$ cat config.mk
export PLATFORM = sky130hd
export DESIGN_NAME = spi_mgmt_regs
export DESIGN_NICKNAME = d
export VERILOG_FILES = /design/src/rtl/spi_mgmt_regs.sv
export SDC_FILE = /design/constraint.sdc
export NUM_CORES = 1
export LEC_CHECK = 0
export ABC_AREA = 1
export BUFFER_PORTS_ARGS = -buffer_cell sky130_fd_sc_hd__buf_4
export CAP_MARGIN = 20
export CORE_MARGIN = 2
export CORE_UTILIZATION = 55
export DETAILED_ROUTE_END_ITERATION = 10
export GPL_TIMING_DRIVEN = 0
export MAX_ROUTING_LAYER = met4
export PLACE_DENSITY = 0.74
export SLEW_MARGIN = 20
export SYNTH_ARGS = -nofsm -noshare
export SYNTH_HDL_FRONTEND = slang
export SYNTH_SLANG_ARGS = --single-unit
$ cat constraint.sdc
create_clock -name clk -period 4.25 [get_ports clk]
set_input_delay 0.85 -clock clk [delete_from_list [all_inputs] [get_ports clk]]
set_output_delay 0.85 -clock clk [all_outputs]
set_load 0.1 [all_outputs]
$ cat src/rtl/spi_mgmt_regs.sv
module spi_mgmt_regs #(
  parameter int NREGS     = 32,
  parameter int MAX_BYTES = 16,
  parameter logic [7:0] OP_RD   = 8'h0B,
  parameter logic [7:0] OP_WR   = 8'h02,
  parameter logic [7:0] CTL_ADR = 8'h10,
  parameter int RST_BIT   = 6
) (
  input  logic clk,
  input  logic rst_n,
  input  logic spi_sclk,
  input  logic spi_cs_n,
  input  logic spi_mosi,
  output logic spi_miso,
  output logic stor_rst
);
  localparam int AW  = $clog2(NREGS);
  localparam int BCW = $clog2(MAX_BYTES + 1);
  localparam logic [BCW-1:0] BLIM = BCW'(MAX_BYTES);

  logic [2:0] sclk_p;
  logic [1:0] cs_p, mosi_p;
  logic       rise, fall, cs_act;
  logic [2:0] bit_cnt;
  logic [BCW-1:0] byte_cnt;
  logic [7:0] shin, sh, opcode, addr, outsh;
  logic       miso_r;
  logic [7:0] regs [NREGS];
  logic [7:0] rd_byte;

  assign rise   = sclk_p[1] & ~sclk_p[2];
  assign fall   = ~sclk_p[1] & sclk_p[2];
  assign cs_act = ~cs_p[1];
  assign sh     = {shin[6:0], mosi_p[1]};
  assign rd_byte  = (int'(sh) < NREGS) ? regs[sh[AW-1:0]] : 8'h00;
  assign spi_miso = miso_r;
  assign stor_rst = regs[CTL_ADR[AW-1:0]][RST_BIT];

  always_ff @(posedge clk or negedge rst_n) begin
    if (!rst_n) begin
      sclk_p <= '0;
      cs_p   <= '1;
      mosi_p <= '0;
    end else begin
      sclk_p <= {sclk_p[1:0], spi_sclk};
      cs_p   <= {cs_p[0], spi_cs_n};
      mosi_p <= {mosi_p[0], spi_mosi};
    end
  end

  always_ff @(posedge clk or negedge rst_n) begin
    if (!rst_n) begin
      bit_cnt  <= '0;
      byte_cnt <= '0;
      shin     <= '0;
      opcode   <= '0;
      addr     <= '0;
      outsh    <= '0;
      miso_r   <= 1'b0;
      for (int i = 0; i < NREGS; i++) regs[i] <= '0;
    end else if (!cs_act) begin
      bit_cnt  <= '0;
      byte_cnt <= '0;
      opcode   <= '0;
      miso_r   <= 1'b0;
    end else begin
      if (rise) begin
        shin    <= sh;
        bit_cnt <= bit_cnt + 3'd1;
        if (bit_cnt == 3'd7) begin
          if (byte_cnt != BLIM) byte_cnt <= byte_cnt + 1'b1;
          case (byte_cnt)
            BCW'(0): opcode <= sh;
            BCW'(1): begin
              addr  <= sh;
              outsh <= rd_byte;
            end
            BCW'(2): if (opcode == OP_WR && int'(addr) < NREGS)
                       regs[addr[AW-1:0]] <= sh;
            default: ;
          endcase
        end
      end
      if (fall) begin
        if (byte_cnt == BCW'(3) && opcode == OP_RD) begin
          miso_r <= outsh[7];
          outsh  <= {outsh[6:0], 1'b0};
        end else begin
          miso_r <= 1'b0;
        end
      end
    end
  end

  assert_miso_idle_R7: assert property (@(posedge clk) disable iff (!rst_n)
    !cs_act |=> !spi_miso);
  assert_miso_only_read_R3: assert property (@(posedge clk) disable iff (!rst_n)
    spi_miso |-> (opcode == OP_RD));
  assert_rst_on_edge_R5: assert property (@(posedge clk) disable iff (!rst_n)
    !(rise && cs_act) |=> $stable(stor_rst));
  assert_byte_limit_R9: assert property (@(posedge clk) disable iff (!rst_n)
    byte_cnt <= BLIM);
  assert_reset_clear_R6: assert property (@(posedge clk)
    !rst_n |=> (!stor_rst && !spi_miso));
endmodule

==> flow_summary.json, run 1 <==
{
  "critPathSlowestCell": "clkbuf_1",
  "max-cap-violations": 0,
  "post_cts_buffers": 0,
  "max_freq_ghz": 0.306,
  "initial_core_util": 0.562,
  "powerDensity_nw_per_um2": 395,
  "grt_max_degree": 88,
  "cts_buffers": 35,
  "run_status": "finished clean",
  "worst_slew_pin_slew_ps": 1110,
  "clock_skew_ps": 20.1,
  "antenna_left": 0,
  "hold_path.class": "in -> async",
  "cts_sinks": 303,
  "hold_ws_ps": 291,
  "fin_nets": 2247,
  "antenna_found_initial": 0,
  "setup_viol": 0,
  "crit_path_frequent_cell": "nand3_1",
  "row_count": 62,
  "ir_drop_v": 0.000272,
  "relSlewSlack": 0.262,
  "gp_congestion": 1.01,
  "coreArea_um2": 28900,
  "io_pins": 7,
  "grt.overflow.total": 0,
  "ctsResizeCount": 0,
  "routed_wl_um": 49300,
  "yosys_warnings": 0,
  "cp_max_fo": 10,
  "critPathRequiredTime_ps": 4670,
  "rsz0062_at_grt": "false",
  "crit_path_end_kind": "flip-flop",
  "dieArea_um2": 30900,
  "viasPerCell": 5.40,
  "path_cells": "buf_2, inv_2, clkbuf_1, clkbuf_1, nand2_1, nand3_1, nand3_1, nand3_1, nand3_1, nand3_1, nand2_1, nand2_1, nand2_1",
  "root_buffer": "clkbuf_16",
  "ys_types": 33,
  "dp_hpwl_um": 33600,
  "drv_slew": 0,
  "syn_inst": 2190,
  "max_stage_delay_ps": 880,
  "crit_type": "reg -> reg",
  "period_share": 0.768,
  "synth_flop_cell": "dfrtp_1",
  "postSynthNetCount": 2201,
  "post_route_cells_drive_above_1_share": 0.0769,
  "grt_pass1_vias": 13700,
  "drtIter0Drc": 1872,
  "cts_tree": "done",
  "synth_area_um2": 16200,
  "wl_per_cell_um": 18.6,
  "first_pass_iters": 7,
  "fp.dieW_um": 176,
  "ys_seq_area_frac": 0.468,
  "async_reset_ff_frac": 1.00,
  "min_period_ps": 3260,
  "portBuffers": 6,
  "tns_ps": 0,
  "ys_ff_latch": 303,
  "vias": 14300,
  "start_kind": "flip-flop",
  "htreeDepth": 2,
  "clk_pin_slew_worst_paths_ps": 60,
  "drc": 0,
  "cp.arrival_ps": 3680,
  "fp.dieH_um": 176,
  "dpl.cell_count": 2583,
  "diodes": 0,
  "power.leakage_nw": 12.6,
  "grtUsageTotal": 0.338,
  "synth_edf_count": 0,
  "clock_latency_ps": 530,
  "syn_area_per_cell_um2": 7.40,
  "cts_hold_buf": 0,
  "area_growth_pct": 11.1,
  "clockBufferDepth": 3,
  "hold_viol": 0,
  "final_cells": 2646,
  "crit_buf_inv": 4,
  "grt_pass1_wl_um": 77300,
  "path_delay_family": "buffers and inverters"
}
cells by family after synthesis:
family / count (synthesis) / synth area share
AND/OR/NAND/NOR: 892 / 0.256
buffers and inverters: 679 / 0.174
AO/OA/AOI/OAI: 309 / 0.0978
flip-flops: 303 / 0.468
adder cells (fa/ha/maj): 6 / 0.00463
XOR/XNOR: 1 / 0.000540
per-layer routing:
layer  share of wire  up-vias  GRT usage
met2            0.43      728      0.494
met5               0        -          -
met3           0.098      184     0.0539
met4           0.058        0      0.169
li1                -     6683          -
met1            0.41     6685      0.460
placed cells by master (no fill, tap or decap), types with 4 or more instances in the layout:
cell,count
o21ai_0,38
ha_1,6
inv_2,7
clkbuf_8,10
clkinv_2,6
clkbuf_16,36
inv_1,550
dfrtp_1,301
nand3_1,253
buf_2,12
clkbuf_1,60
nand2_1,576
nand2_4,33
buf_6,33
nor3_4,9
nor2_1,5
o211ai_1,8
o21ai_1,255
buf_4,5
nor2_8,4
buf_1,20
metrics by stage:
stage / util / power, mW / setup slack [ps] / instance area, µm²
CTS: 0.624 / 7.07 / 1210 / 18000
global route: 0.624 / 7.27 / 1000 / 18000
global placement: 0.580 / 3.99 / -463 / 16700
finish: 0.624 / 7.11 / 987 / 18000
detailed placement: 0.583 / 4.01 / 1230 / 16800
floorplan: - / 3.52 / 2160 / 16200
report_power, final:
group          internal [mW]  total, mW  leakage, nW  switching [mW]
Sequential              2.91       2.95         4.21          0.0396
Clock                   1.86       3.10        0.586            1.25
Combinational          0.214       1.05         7.76           0.838
synth_stat cells (2+ instances only):
master | count | area (µm²)
a21oi_1 | 2 | 10.0
clkbuf_1 | 54 | 203
buf_6 | 33 | 372
inv_1 | 550 | 2060
o31ai_1 | 3 | 22.5
nor2_8 | 4 | 80.1
buf_2 | 12 | 60.1
nor2_1 | 5 | 18.8
clkinv_1 | 2 | 7.51
dfrtp_1 | 301 | 7530
nand4_1 | 2 | 12.5
o211ai_1 | 8 | 60.1
nor3_4 | 9 | 146
a22o_1 | 2 | 17.5
nor3_2 | 2 | 20.0
ha_1 | 6 | 75.1
dfstp_2 | 2 | 52.6
nand3_1 | 253 | 1270
nand2_4 | 33 | 372
nor3_1 | 3 | 15.0
o21ai_1 | 255 | 1280
buf_1 | 20 | 75.1
inv_2 | 7 | 26.3
o21ai_0 | 38 | 190
nand2_1 | 576 | 2160
sequential cells by signal (all words and copies together) (netlist names):
| signal | flops |
|---|---|
| byte_cnt | 5 |
| outsh | 8 |
| regs | 255 |
| cs_p | 2 |
| addr | 8 |
| sclk_p | 3 |
| stor_rst | 1 |
| opcode | 8 |
| shin | 7 |
| bit_cnt | 3 |
| spi_miso | 1 |
| mosi_p | 2 |
path summary, 6_finish.rpt:
path	end	slack, ps	depth (start not counted)	from
max in group asynchronous	cs_p[1]$_DFF_PN1_	3080	2	rst_n
min in group clk	sclk_p[1]$_DFF_PN0_	350	0	sclk_p[0]$_DFF_PN0_
hold / removal	regs[84]$_DFFE_PN0P_	290	1	rst_n
setup reg to reg	outsh[2]$_DFFE_PN0N_	990	13	mosi_p[1]$_DFF_PN0_
setup / recovery	outsh[2]$_DFFE_PN0N_	990	13	mosi_p[1]$_DFF_PN0_
hold reg to reg	sclk_p[1]$_DFF_PN0_	350	0	sclk_p[0]$_DFF_PN0_
layout make-up:
type | instances | area (µm²)
Buffer | 119 | 709
Clock buffer | 52 | 1060
Clock inverter | 11 | 123
Fill cell | 2642 | 10800
Inverter | 560 | 2110
Multi-Input combinational cell | 1208 | 5810
Sequential cell | 303 | 7580
Tap cell | 384 | 480
Timing Repair Buffer | 9 | 135
Note: power is estimated with default switching activity, not from simulation.
==> inputs of run 2 (changes only) <==
Settings changed: PLACE_DENSITY 0.74 to 0.76.
Clock period 4.25 ns to 2.7 ns, I/O delays scaled along.
==> run 2 against run 1 <==
Sequential power rose by 58%. Sequential cell count did not move. Clock-buffer cell count did not move. The flow now finishes with violations (hold timing). Critical endpoint is now outsh[5]$_DFFE_PN0N_. Critical path depth fell by 1. Final cell count fell by 0.23%. Critical path type unchanged. Fmax rose by 23%. Setup slack got worse by 940 ps. First-iteration DRC count fell by 7.5%. Register-to-register slack got worse by 940 ps. Via count rose by 0.47%.
==> flow_summary.json, run 2 (synthesized netlist as in run 1, its figures left out) <==
{
  "cp.arrival_ps": 3060,
  "drc": 0,
  "hold_viol": 5,
  "critPathRequiredTime_ps": 3100,
  "failed_checks": "hold timing",
  "hold_path.class": "in -> async",
  "initial_core_util": 0.562,
  "largest_reg_flops": 255,
  "clockBufferDepth": 3,
  "regMostFlops": "regs",
  "run_status": "finished, violations left",
  "cp_max_fo": 10,
  "diodes": 0,
  "first_pass_iters": 7,
  "nFillCells": 2587,
  "post_route_cells_drive_above_1_share": 0.0789,
  "area_growth_pct": 10.6,
  "dpl.cell_count": 2583,
  "start_kind": "flip-flop",
  "ff_latch_area_um2": 7580,
  "htreeDepth": 2,
  "antenna_found_initial": 0,
  "antenna_left": 0,
  "drtIter0Drc": 1731,
  "cts_sinks": 303,
  "p_total_mw": 10.9,
  "gp_congestion": 1.05,
  "drv_slew": 0,
  "final_common_cell": "nand2_1",
  "coreArea_um2": 28900,
  "setup_viol": 0,
  "post_cts_buffers": 0,
  "ctsResizeCount": 9,
  "tns_ps": 0,
  "root_buffer": "clkbuf_16",
  "routed_wl_um": 50200,
  "setup_slack_ps": 44.2,
  "portBuffers": 6,
  "clk_pin_slew_worst_paths_ps": 60,
  "final_cell_mix": "nand2_1 (576), inv_1 (550), dfrtp_1 (301)",
  "crit_type": "reg -> reg",
  "clock_latency_ps": 530,
  "io_pins": 7,
  "viasPerCell": 5.43,
  "row_count": 62,
  "vias": 14300,
  "fp.dieW_um": 176,
  "multi_input_area_um2": 5810,
  "power.leakage_nw": 12.5,
  "crit_path_end_kind": "flip-flop",
  "hold_ws_ps": -16.3,
  "fp.dieH_um": 176,
  "rsz0062_at_grt": "true",
  "grtUsageTotal": 0.341,
  "final_cells": 2640,
  "clock_skew_ps": 25.5,
  "cts_buffers": 34,
  "cts_hold_buf": 0,
  "dieArea_um2": 30900,
  "min_period_ps": 2660,
  "worst_slew_pin_slew_ps": 995,
  "dp_hpwl_um": 34200,
  "powerDensity_nw_per_um2": 609,
  "grt_max_degree": 82,
  "relSlewSlack": 0.336,
  "max-cap-violations": 0,
  "grt_pass1_wl_um": 77800,
  "dp_slack_ps": -259,
  "max_freq_ghz": 0.377,
  "cts_tree": "done",
  "wl_per_cell_um": 19.0,
  "post-route-util": 0.622,
  "fin_nets": 2246,
  "period_share": 0.984,
  "grt.overflow.total": 0,
  "ir_drop_v": 0.000524,
  "grt_pass1_vias": 13700
}
## run 2: metrics by stage
stage,area (µm²),hold WS (ps)
floorplan,16200,244
global placement,16700,335
detailed placement,16800,338
CTS,17900,18.9
global route,17900,47.4
finish,17900,-16.3
## run 2: cell type report
| cell class | count | share of cell area |
|---|---|---|
| flip-flops and latches | 303 | 0.423 |
| clock buffers | 52 | 0.0574 |
| inverters | 560 | 0.117 |
| clock inverters | 5 | 0.00300 |
| multi-input cells | 1208 | 0.324 |
| repair buffers | 9 | 0.00753 |
| plain buffers | 119 | 0.0409 |
| well taps | 384 | 0.0268 |
## run 2: final timing paths
kind,cells past startpoint,start,to,slack [ps]
worst max-delay path,12,mosi_p[1]$_DFF_PN0_,outsh[5]$_DFFE_PN0N_,40
worst min-delay path,1,rst_n,regs[242]$_DFFE_PN0P_,-20
max in group asynchronous,3,rst_n,regs[219]$_DFFE_PN0P_,1460
worst min register to register,0,mosi_p[0]$_DFF_PN0_,mosi_p[1]$_DFF_PN0_,350
min in group clk,1,spi_sclk,sclk_p[0]$_DFF_PN0_,130
worst max register to register,12,mosi_p[1]$_DFF_PN0_,outsh[5]$_DFFE_PN0N_,40
## run 2: worst max-delay path: stages, from the launching register on
cell and delay [ps]:
dfrtp_1 310, buf_2 180, clkbuf_1 330, clkbuf_1 720
nand2_1 110, nand3_1 110, nand3_1 150, nand3_1 190
nand3_1 100, nand3_1 170, nand2_1 70, nand2_1 60
nand2_1 40
## run 2: report_power, final
part | leakage, nW | switching, mW | internal (mW) | total [mW]
clock network | 0.536 | 1.87 | 2.71 | 4.58
logic | 7.80 | 1.34 | 0.340 | 1.68
registers | 4.21 | 0.0612 | 4.59 | 4.65
total | 12.5 | 3.28 | 7.64 | 10.9
## run 2: layer usage
metal / global-route usage / part of all wire / routed length (µm)
met5: - / 0 / 0
met4: 0.204 / 0.069 / 3460
met1: 0.446 / 0.40 / 20000
met2: 0.492 / 0.43 / 21500
met3: 0.0701 / 0.10 / 5210
